**src/rtl/cal_rtc_regs.sv**
```systemverilog
module cal_rtc_regs #(
  parameter int ADDR_W = 12,
  parameter int NUM_GP = 4,
  parameter logic [ADDR_W-1:0] CTRL_OFS = 12'h000,
  parameter logic [ADDR_W-1:0] DATE_OFS = 12'h010,
  parameter logic [ADDR_W-1:0] TIME_OFS = 12'h014,
  parameter logic [ADDR_W-1:0] GP_BASE  = 12'h100
) (
  input  logic              clk,
  input  logic              rst_n,
  input  logic              tick,
  input  logic              bus_valid,
  input  logic              bus_write,
  input  logic [ADDR_W-1:0] bus_addr,
  input  logic [31:0]       bus_wdata,
  output logic [31:0]       bus_rdata
);
  logic [1:0]  flags;
  logic [31:0] date_q, time_q, date_nx, time_nx, rd_val;
  logic [31:0] gp_q [NUM_GP];
  logic [NUM_GP-1:0] hit_gp;

  wire rd       = bus_valid & ~bus_write;
  wire wr       = bus_valid & bus_write;
  wire hit_ctrl = (bus_addr == CTRL_OFS);
  wire hit_date = (bus_addr == DATE_OFS);
  wire hit_time = (bus_addr == TIME_OFS);
  wire wr_dt    = wr & (hit_date | hit_time);

  for (genvar i = 0; i < NUM_GP; i++) begin : g_gp
    localparam logic [ADDR_W-1:0] OFS = ADDR_W'(int'(GP_BASE) + 4 * i);
    assign hit_gp[i] = (bus_addr == OFS);
    always_ff @(posedge clk or negedge rst_n)
      if (!rst_n) gp_q[i] <= '0;
      else if (wr && hit_gp[i]) gp_q[i] <= bus_wdata;
  end

  function automatic logic [7:0] month_len(input logic [7:0] mo, input logic [7:0] yr);
    case (mo)
      8'd2: month_len = (yr[1:0] == 2'b00) ? 8'd29 : 8'd28;
      8'd4, 8'd6, 8'd9, 8'd11: month_len = 8'd30;
      default: month_len = 8'd31;
    endcase
  endfunction

  wire [5:0] sec = time_q[5:0];
  wire [5:0] mnt = time_q[13:8];
  wire [4:0] hr  = time_q[20:16];
  wire [2:0] wd  = time_q[31:29];
  wire [7:0] dy  = date_q[7:0];
  wire [7:0] mo  = date_q[15:8];
  wire [7:0] yr  = date_q[23:16];

  always_comb begin
    time_nx = time_q;
    date_nx = date_q;
    if (sec < 6'd59) time_nx[5:0] = sec + 6'd1;
    else begin
      time_nx[5:0] = '0;
      if (mnt < 6'd59) time_nx[13:8] = mnt + 6'd1;
      else begin
        time_nx[13:8] = '0;
        if (hr < 5'd23) time_nx[20:16] = hr + 5'd1;
        else begin
          time_nx[20:16] = '0;
          time_nx[31:29] = (wd >= 3'd6) ? 3'd0 : wd + 3'd1;
          if (dy < month_len(mo, yr)) date_nx[7:0] = dy + 8'd1;
          else begin
            date_nx[7:0] = 8'd1;
            if (mo < 8'd12) date_nx[15:8] = mo + 8'd1;
            else begin
              date_nx[15:8]  = 8'd1;
              date_nx[23:16] = yr + 8'd1;
            end
          end
        end
      end
    end
  end

  always_ff @(posedge clk or negedge rst_n)
    if (!rst_n) begin
      date_q <= '0;
      time_q <= '0;
    end else if (wr_dt) begin
      if (hit_date) date_q <= bus_wdata;
      if (hit_time) time_q <= bus_wdata;
    end else if (tick) begin
      date_q <= date_nx;
      time_q <= time_nx;
    end

  always_ff @(posedge clk or negedge rst_n)
    if (!rst_n) flags <= '0;
    else if (rd && hit_ctrl) flags <= '0;
    else if (wr && hit_date) flags[0] <= 1'b1;
    else if (wr && hit_time) flags[1] <= 1'b1;

  always_comb begin
    rd_val = '0;
    if (hit_ctrl) rd_val = {30'd0, flags};
    if (hit_date) rd_val = date_q;
    if (hit_time) rd_val = time_q;
    for (int i = 0; i < NUM_GP; i++)
      if (hit_gp[i]) rd_val = gp_q[i];
  end

  always_ff @(posedge clk or negedge rst_n)
    if (!rst_n) bus_rdata <= '0;
    else if (rd) bus_rdata <= rd_val;
endmodule

```
**config.mk**
```make
export PLATFORM = sky130hd
export DESIGN_NAME = cal_rtc_regs
export DESIGN_NICKNAME = d
export VERILOG_FILES = /design/src/rtl/cal_rtc_regs.sv
export SDC_FILE = /design/constraint.sdc
export NUM_CORES = 1
export LEC_CHECK = 0
export ABC_CLOCK_PERIOD_IN_PS = 6000
export BUFFER_PORTS_ARGS = -buffer_cell sky130_fd_sc_hd__buf_2
export CAP_MARGIN = 40
export CELL_PAD_IN_SITES_DETAIL_PLACEMENT = 0
export CELL_PAD_IN_SITES_GLOBAL_PLACEMENT = 1
export CORE_MARGIN = 2
export CORE_UTILIZATION = 52
export DETAILED_ROUTE_END_ITERATION = 16
export GPL_ROUTABILITY_DRIVEN = 0
export HOLD_SLACK_MARGIN = 0.12
export PLACE_DENSITY_LB_ADDON = 0.15
export SLEW_MARGIN = 10
export SYNTH_ARGS = -nofsm -noshare
export SYNTH_HDL_FRONTEND = slang
export SYNTH_SLANG_ARGS = --single-unit
```
**constraint.sdc**
```tcl
create_clock -name clk -period 6 [get_ports clk]
set_input_delay 1.5 -clock clk [delete_from_list [all_inputs] [get_ports clk]]
set_output_delay 1.5 -clock clk [all_outputs]
set_load 0.02 [all_outputs]
```
==> results.toml <==
[setup_path]
critical_path_class = "input pin to flop"
path_max_fanout = 39
rrSetupSlack_ps = 3010
cp.required_ps = 6390
crit_path_start_kind = "input pin"
critPathCaptureType = "flop"
regToRegStartpoint = "date_q[13]$_DFFE_PN0P_"
arrival_ps = 4260
reg2reg_depth = 9
reg2reg_to = "date_q[13]$_DFFE_PN0P_"

[timing]
finalMaxSlewViolations = 0
finalHoldViolCount = 0
post-route-period-util_pct = 64.5
setup_viol = 0
relSlewSlack_pct = 32.4
skew_ps = 7.05
tns_ps = 0
tightestPinTransition_ps = 1010
finalCriticalPeriod_ps = 3870
fmax_mhz = 258
rsz0062_at_grt = "false"

[logic_synthesis]
synth_area_leaders = "dfrtp_1 52%, mux2_2 12%, a21oi_1 3.9%"
synth_area_sq_mm = 0.0109
ys_seq_area_share_pct = 52.1
synth_cell_type_count = 62
synth_common_cells = "226 x dfrtp_1, 120 x mux2_2, 85 x a21oi_1"
synth_area_leader_cell = "dfrtp_1"
postSynthAreaPerCell_sq_um = 11.0
ys_warn_count = 0
async_reset_ff_share_pct = 100
yosys_register_bits = 226
yosys_most_used_dff = "dfrtp_1"
synth_cells = 988
synthesis.nets = 1050
synth-edff-count = 0
yosysMostFrequentCell = "dfrtp_1"
synth_top_area_share_pct = 52.1

[routing]
routed_wl_microns = 29100
dr.pass1.iters = 5
drc_errors = 0
via_count = 8288
drt-initial-drc-count = 536
vias_per_cell = 6.21
routedWlPerCell_microns = 21.8
final_antenna_net_count = 0

[clock_network]
worstSkewPairLatency_ps = 510
ctsResizeCount = 0
cts_tree = "done"
path_clk_slew_ps = 60
cts_setup_buffers = 0
clock_sinks = 226
clk_path_buf_depth = 3
cts_buffers = 25
hold_buffers = 0
htreeDepth = 1
cts-root-buf = "clkbuf_16"

[power_and_ir_drop]
pwr_density_cell_mw_per_mm2 = 276
p_leak_uw = 0.00576
ir_worst_vdd_mv = 0.196

[worst_hold_path]
min_from = "date_q[27]$_DFFE_PN0P_"
whs_path_depth = 2
holdPathEnd = "date_q[27]$_DFFE_PN0P_"
min_path_type = "flop to flop"

[finish]
diodes = 0
final_cells = 1334
drive_gt1_share_pct = 25.3
nets = 1108
area_delta_synth_final_pct = 12.8

[outcome]
status = "completed"

[placement]
placedCellCount = 1289
port_buffers = 80
hpwl_microns = 18700

[floorplanning]
fp-row-count = 52
fp.dieH_microns = 149
start_util_pct = 53.3
core_area_sq_mm = 0.0204
die_w_microns = 149
io_pins = 81
dieArea_sq_mm = 0.0221

[global_route]
gr-usage-all-layers_pct = 26.9
grt_max_degree = 134
overflow = 0
grt_pass1_wl_microns = 46600
antenna_found_initial = 0
grt_pass1_vias = 8354

[flow_run]
maxCapViolCount = 0
-- flip-flops by register name, indices dropped and copies added, names as in the netlist --
name,count
date_q,32
bus_rdata,32
gp_q,128
time_q,32
flags,2
-- critical path, cell delays in order --
cell,delay [ps]
buf_2,650
nor4b_4,350
buf_4,470
nand2_1,520
buf_4,410
mux2_2,310
-- final cells by class --
cell class / instances / area [sq um]
Multi-Input combinational cell: 685 / 4880
Clock inverter: 6 / 30.0
Inverter: 11 / 41.3
Sequential cell: 226 / 5660
Clock buffer: 39 / 738
Tap cell: 270 / 338
Timing Repair Buffer: 97 / 567
Fill cell: 1743 / 8110
-- cells by family (layout without fill, tap and decap cells) --
group	Yosys count	after routing	synth area share, %
adders and majority gates	13	13	1.50
muxes	155	155	16.0
and+or+nand+nor	214	214	9.88
DFF	226	226	52.1
buffers and inverters	77	153	3.25
AOI/OAI and AO/OA	303	303	17.3
-- report_power, final --
group | leakage, uW | total [uW] | internal (uW) | switching [uW]
sequential | 0.00305 | 1640 | 1580 | 59.2
combinational | 0.00232 | 303 | 106 | 197
clock | 0.000384 | 1440 | 840 | 603
total | 0.00576 | 3390 | 2530 | 859
-- through the flow --
step	util (%)	total power, uW	setup slack [ps]	hold WS [ps]	cell area (sq um)
3_3_place_gp	56.3	1960	1680	460	11500
2_1_floorplan	-	1810	2810	442	10900
4_1_cts	60.2	3410	2190	482	12300
6_report	60.2	3390	2130	480	12300
3_5_place_dp	56.4	1970	1660	467	11500
5_1_grt	60.2	3510	1850	505	12300
-- cells in the final DEF (no fill, tap or decap), types with 4 or more instances in the layout --
cell	count
clkbuf_16	25
and4_1	4
a22oi_1	38
and2_1	4
a31oi_1	7
clkbuf_1	8
nand2b_1	8
a21oi_1	85
mux2_2	120
a221oi_1	13
mux2i_1	4
nand4_1	4
and3_1	6
nor3_1	11
nand2_1	72
o21ai_0	69
o31a_1	4
clkbuf_8	6
a22o_1	7
o22ai_1	40
o21a_1	7
buf_2	79
nand3_1	27
clkinv_2	6
a211oi_1	8
dfrtp_1	226
buf_4	14
nor2_1	50
ha_1	13
inv_1	11
mux2_1	31
-- layer usage --
| layer | GRT usage, % | part of all wire [%] | up-vias |
|---|---|---|---|
| li1 | - | - | 3801 |
| met1 | 38.2 | 45 | 4211 |
| met2 | 44.1 | 48 | 234 |
| met3 | 3.65 | 5.2 | 42 |
| met4 | 6.38 | 1.8 | 0 |
| met5 | 0 | 0 | - |
-- worst max-delay path by stage --
stage / slack (ps) / end / depth (start not counted) / from
2_1_floorplan: 2810 / date_q[4]$_DFFE_PN0P_ / 8 / bus_addr[5]
3_3_place_gp: 1680 / gp_q[75]$_DFFE_PN0P_ / 6 / bus_addr[2]
3_5_place_dp: 1660 / gp_q[81]$_DFFE_PN0P_ / 6 / bus_addr[2]
4_1_cts: 2190 / gp_q[73]$_DFFE_PN0P_ / 6 / bus_addr[2]
5_1_grt: 1850 / time_q[31]$_DFFE_PN0P_ / 8 / bus_addr[2]
6_report: 2130 / gp_q[81]$_DFFE_PN0P_ / 6 / bus_addr[2]
No activity file was read; power rests on OpenSTA's default activity.
